==> config.mk <==
export PLATFORM = sky130hd
export DESIGN_NAME = sec_tag_cache
export DESIGN_NICKNAME = d
export VERILOG_FILES = /design/src/rtl/sec_tag_cache.sv
export SDC_FILE = /design/constraint.sdc
export NUM_CORES = 2
export LEC_CHECK = 0
export ABC_AREA = 0
export BUFFER_PORTS_ARGS = -buffer_cell sky130_fd_sc_hd__buf_2
export CAP_MARGIN = 20
export CORE_ASPECT_RATIO = 0.5
export CORE_MARGIN = 2
export CORE_UTILIZATION = 45
export DETAILED_ROUTE_END_ITERATION = 10
export PLACE_DENSITY = 0.59
export SLEW_MARGIN = 0
export SYNTH_ARGS = -nofsm -noshare
export SYNTH_HDL_FRONTEND = slang
export SYNTH_SLANG_ARGS = --single-unit
==> constraint.sdc <==
create_clock -name clk -period 6.15 [get_ports clk]
set_clock_uncertainty 0.1 [all_clocks]
set_input_delay 1.23 -clock clk [delete_from_list [all_inputs] [get_ports clk]]
set_output_delay 1.23 -clock clk [all_outputs]
set_load 0.03 [all_outputs]
==> src/rtl/sec_tag_cache.sv <==
module sec_tag_cache #(
  parameter int ADDR_W = 16,
  parameter int DATA_W = 32,
  parameter int SETS   = 8,
  parameter int WAYS   = 4,
  parameter logic [7:0] LFSR_SEED = 8'hB7
) (
  input  logic              clk,
  input  logic              rst_n,
  input  logic              inv_all,
  input  logic              req_valid,
  output logic              req_ready,
  input  logic              req_write,
  input  logic              req_ns,
  input  logic [ADDR_W-1:0] req_addr,
  input  logic [DATA_W-1:0] req_wdata,
  output logic              rsp_valid,
  output logic              rsp_hit,
  output logic [DATA_W-1:0] rsp_rdata,
  output logic              mem_rd,
  output logic              mem_wr,
  output logic [ADDR_W-1:0] mem_addr,
  output logic              mem_ns,
  output logic [DATA_W-1:0] mem_wdata,
  input  logic              mem_rvalid,
  input  logic [DATA_W-1:0] mem_rdata
);
  localparam int IDX_W = $clog2(SETS);
  localparam int TAG_W = ADDR_W - IDX_W;
  localparam int WAY_W = $clog2(WAYS);

  logic [WAYS-1:0]   vld_q [SETS];
  logic [WAYS-1:0]   nsb_q [SETS];
  logic [TAG_W-1:0]  tag_q [SETS][WAYS];
  logic [DATA_W-1:0] dat_q [SETS][WAYS];

  logic              waiting_q;
  logic [7:0]        lfsr_q;
  logic [IDX_W-1:0]  f_idx_q;
  logic [TAG_W-1:0]  f_tag_q;
  logic              f_ns_q;
  logic [WAY_W-1:0]  f_way_q;

  wire [IDX_W-1:0] idx    = req_addr[IDX_W-1:0];
  wire [TAG_W-1:0] tag    = req_addr[ADDR_W-1:IDX_W];
  wire             accept = req_valid && req_ready;
  wire             fill   = waiting_q && mem_rvalid;

  assign req_ready = !waiting_q && !inv_all;

  logic [WAYS-1:0]   hit_vec;
  logic [DATA_W-1:0] hit_data;
  logic [WAY_W-1:0]  victim;
  logic              any_free;

  always_comb begin
    hit_data = '0;
    victim   = lfsr_q[WAY_W-1:0];
    any_free = 1'b0;
    for (int w = 0; w < WAYS; w++) begin
      hit_vec[w] = vld_q[idx][w] && (tag_q[idx][w] == tag) && (nsb_q[idx][w] == req_ns);
      if (hit_vec[w]) hit_data = dat_q[idx][w];
    end
    for (int w = WAYS - 1; w >= 0; w--) begin
      if (!vld_q[idx][w]) begin
        victim   = WAY_W'(w);
        any_free = 1'b1;
      end
    end
  end

  wire hit = |hit_vec;

  always_ff @(posedge clk or negedge rst_n) begin
    if (!rst_n) begin
      waiting_q <= 1'b0;
      lfsr_q    <= LFSR_SEED;
      rsp_valid <= 1'b0;
      rsp_hit   <= 1'b0;
      rsp_rdata <= '0;
      mem_rd    <= 1'b0;
      mem_wr    <= 1'b0;
      mem_addr  <= '0;
      mem_ns    <= 1'b0;
      mem_wdata <= '0;
      f_idx_q   <= '0;
      f_tag_q   <= '0;
      f_ns_q    <= 1'b0;
      f_way_q   <= '0;
      for (int s = 0; s < SETS; s++) begin
        vld_q[s] <= '0;
        nsb_q[s] <= '0;
      end
    end else begin
      rsp_valid <= 1'b0;
      mem_rd    <= 1'b0;
      mem_wr    <= 1'b0;
      if (accept) begin
        mem_addr <= req_addr;
        mem_ns   <= req_ns;
        if (req_write) begin
          mem_wr    <= 1'b1;
          mem_wdata <= req_wdata;
          rsp_valid <= 1'b1;
          rsp_hit   <= hit;
        end else if (hit) begin
          rsp_valid <= 1'b1;
          rsp_hit   <= 1'b1;
          rsp_rdata <= hit_data;
        end else begin
          mem_rd    <= 1'b1;
          waiting_q <= 1'b1;
          f_idx_q   <= idx;
          f_tag_q   <= tag;
          f_ns_q    <= req_ns;
          f_way_q   <= victim;
        end
      end
      if (fill) begin
        waiting_q <= 1'b0;
        rsp_valid <= 1'b1;
        rsp_hit   <= 1'b0;
        rsp_rdata <= mem_rdata;
        lfsr_q    <= {lfsr_q[6:0], lfsr_q[7] ^ lfsr_q[5] ^ lfsr_q[4] ^ lfsr_q[3]};
        vld_q[f_idx_q][f_way_q] <= 1'b1;
        nsb_q[f_idx_q][f_way_q] <= f_ns_q;
      end
      if (inv_all)
        for (int s = 0; s < SETS; s++) vld_q[s] <= '0;
    end
  end

  always_ff @(posedge clk) begin
    if (fill) begin
      tag_q[f_idx_q][f_way_q] <= f_tag_q;
      dat_q[f_idx_q][f_way_q] <= mem_rdata;
    end
    if (accept && req_write)
      for (int w = 0; w < WAYS; w++)
        if (hit_vec[w]) dat_q[idx][w] <= req_wdata;
  end


  rd_hit_fast_chk: assert property (@(posedge clk) disable iff (!rst_n)
    (accept && !req_write && hit) |=> (rsp_valid && rsp_hit && !mem_rd));

  rd_miss_fetch_chk: assert property (@(posedge clk) disable iff (!rst_n)
    (accept && !req_write && !hit) |=> (mem_rd && !rsp_valid && !req_ready));

  refill_resp_chk: assert property (@(posedge clk) disable iff (!rst_n)
    (waiting_q && mem_rvalid) |=> (rsp_valid && !rsp_hit));

  wr_through_chk: assert property (@(posedge clk) disable iff (!rst_n)
    (accept && req_write) |=> (mem_wr && rsp_valid && !mem_rd));

  single_match_chk: assert property (@(posedge clk) disable iff (!rst_n)
    $onehot0(hit_vec));
endmodule

==> run summary <==
Status: complete, no violations
Setup repair bufs after CTS: 0
Clock transition at path regs: 60 ps
Design Power: 0.02321 W
Initial Util: 45.49%
First-pass GRT wire length: 238500 µm
Final HPWL DP: 98060 µm
Final net count: 3576
Number of antenna violations at the first check in global routing: 4
Period utilization: 78.51%
PortBufs: 172
Final setup margin: 1322 ps
Wire per inst: 30.08 µm
H-tree depth: 4
R2r startpoint: tag_q[6][39]
CP Data Arrival Time: 5130 ps
CP startpoint kind: input port
CTS tree: done
Rows: 97
DRC: 0
R2r setup slk: 1980 ps
Yosys warning total: 0
Clock root cell: clkbuf_16
Sequential fraction of the synthesis area: 74.63%
Antenna Nets Post-Route: 0
Async set-reset flop share out of synthesis: 10.95%
Least-Margin Pin Slew: 1180 ps
Setup Viol. Count Final: 0
Slowest Stage Delay on Critical Path: 610 ps
Tmin final: 4828 ps
CORE AREA: 140400 µm²
I/O pins: 173
WL met2: 77850 µm
Hold Vio Cnt, Final: 0
CP Capture Type: register
Fill count: 11078
Setup TNS: 0 ps
Hold_buf cts: 0
Max_cap viols: 0
Area of the mapped netlist: 63880 µm²
Hold path startpoint: mem_wdata[3]
Setup CP Type: in2reg
Fraction of layout cells with a size suffix above 1: 30.09%
Final Cell Area: 73000 µm²
Die Area: 145200 µm²
CP Cell Sequence: buf_8 > buf_12 > and2_1 > a22oi_1 > a21oi_1 > o211ai_1 > nor4b_2 > nand2_2 > a41oi_4 > buf_12 > buf_4 > mux2_2
Synthesis-to-layout area growth: 14.26%
Worst setup path end: dat_q[1][80]
1st-pass router iterations: 5
Drt initial violations: 3541
Post-Route WL: 165200 µm
Pins Over Slew Limit: 0
Syn Nets: 3280
Capturing point of the worst reg2reg path: dat_q[1][80]
Leading area contributor after synthesis: edfxtp_1
Crit-path most repeated cell: buf_12
Synth cell types: 59
Chip height: 270.4 µm
Worst hold margin: 370.6 ps
Hold/Removal Path Class: reg2reg
Slew HR: 21.04%
RSZ-0062 raised after global routing: false
Worst-Skew Late Latency: 770 ps
Peak supply drop: 0.2012 mV
Vias after detailed routing: 32679
Post-CTS sizing: 0
Largest net degree at the start of global routing: 144
Crit path from: req_addr[0]
#FFs+latches synth: 1617
GRT Util Overall: 22.90%
Placement Setup Slack: 535.9 ps
CP required: 6460 ps
CTS Sinks: 1617
Max FO, Critical Path: 46
Routability congestion estimate: 0.8224
Total leakage power: 24.72 nW
GRT overflow: 0
Most used DFF post-synth: edfxtp_1
Area after DPL: 68280 µm²
Maximum buffer depth of the clock tree: 3
Via/cell ratio: 5.949
DR top layer: met4
Worst Reg-to-Reg Cells: 10
Gate Count Post-Synth: 3193
Cts bufs inserted: 144
Number of synthesized flops with an enable pin: 1440
Vias in the first global route: 32971
Syn Area/Cell: 20.01 µm²
Hold Crit Depth: 2
Metal3 WL: 11460 µm
Leading post-synthesis cells by cell area: edfxtp_1, mux4_2, dfrtp_1
WL met1: 73450 µm
Yosys top cell area share: 67.69%
Max Clk Rate: 0.2071 GHz
Slowest library cell on the worst path: mux2_2
Pwr per Cell Area: 318.0 nW/µm²
Die W: 536.9 µm
[synthesized netlist by cell type, types with 14 or more instances]
cell	n
mux2_2	147
mux2_1	16
and3_1	42
xor2_1	37
a22oi_1	26
mux4_2	326
edfxtp_1	1440
buf_4	17
nor2b_1	35
mux2i_1	205
o21ai_1	31
a31oi_1	32
nor2_1	139
buf_1	21
nand4_1	39
nand2_1	121
clkbuf_1	95
o211ai_1	32
buf_2	49
dfrtp_1	171
o221ai_1	31
o22ai_1	14
[worst max-delay path, delay by kind of cell]
kind / cells / cell delay (ps)
AO/OA/AOI/OAI: 4 / 810
buffers and inverters: 4 / 1270
multiplexers: 1 / 610
AND/OR/NAND/NOR: 3 / 1100
[how the worst min path moves through the flow]
stage,to
after CTS,mem_wdata[9]
after floorplan,vld_q[20]
after detailed placement,mem_wdata[23]
after global routing,mem_wdata[3]
after global placement,mem_wdata[22]
final,mem_wdata[3]
[cell type report]
class / count / area (µm²) / area share (%)
clock buffers: 198 / 4001 / 5.482
clock inverters: 68 / 509.2 / 0.6976
multi-input cells: 1375 / 15510 / 21.25
well taps: 1881 / 2354 / 3.224
inverters: 5 / 18.77 / 0.02571
flip-flops and latches: 1617 / 47680 / 65.32
diodes: 3 / 7.507 / 0.01028
repair buffers: 346 / 2914 / 3.992
[registers in the layout, summed over array words and instances (netlist names), 3 cells and up]
register	flops
mem_wdata	32
f_tag_q	13
mem_addr	16
vld_q	32
dat_q	1024
nsb_q	32
f_idx_q	3
rsp_rdata	32
lfsr_q	8
tag_q	416
[logic make-up (layout without fill, tap and decap cells)]
group,Yosys count,after routing,share of synthesized area (%)
buffers and inverters,201,617,1.532
xor gates and xnor gates,47,47,0.6444
and+or+nand+nor,421,421,3.177
DFF,1617,1617,74.63
muxes,700,700,17.72
AOI/OAI and AO/OA,207,207,2.295
other,0,3,0
[where the power goes]
group          internal, W  total, W  switching (W)
clock network      0.00473   0.00882        0.00408
registers           0.0123    0.0126       0.000242
logic             0.000655   0.00182        0.00116
total               0.0177    0.0232        0.00549
[per-stage QoR]
stage               std cells  utilization [%]
floorplan                3193                -
global route             5490            51.98
global placement         5212            48.58
finish                   5493            51.98
detailed placement       5215            48.62
CTS                      5481            51.84
[routing by layer]
metal	vias to the layer above	GRT usage (%)
li1	13591	-
met1	17810	34.05
met2	1114	35.52
met3	164	4.094
met4	0	4.882
met5	-	0
[placed cells by master (no fill, tap or decap), drive strengths merged, types with 4 or more instances in the layout]
cell type	count
buf	345
nand2	122
mux4	326
o22ai	14
nand4	40
mux2i	205
xor2	37
dfstp	6
inv	19
nand2b	10
nor2	139
o221ai	31
mux2	169
and2	4
edfxtp	1440
o21ai	36
xnor2	10
and3	42
a22oi	26
a21oi	11
a31oi	32
a221oi	11
dfrtp	171
o21a	4
clkbuf	199
clkinv	48
or3	4
nand3	6
o211ai	32
nor2b	36
(Power assumes the default switching activity.)
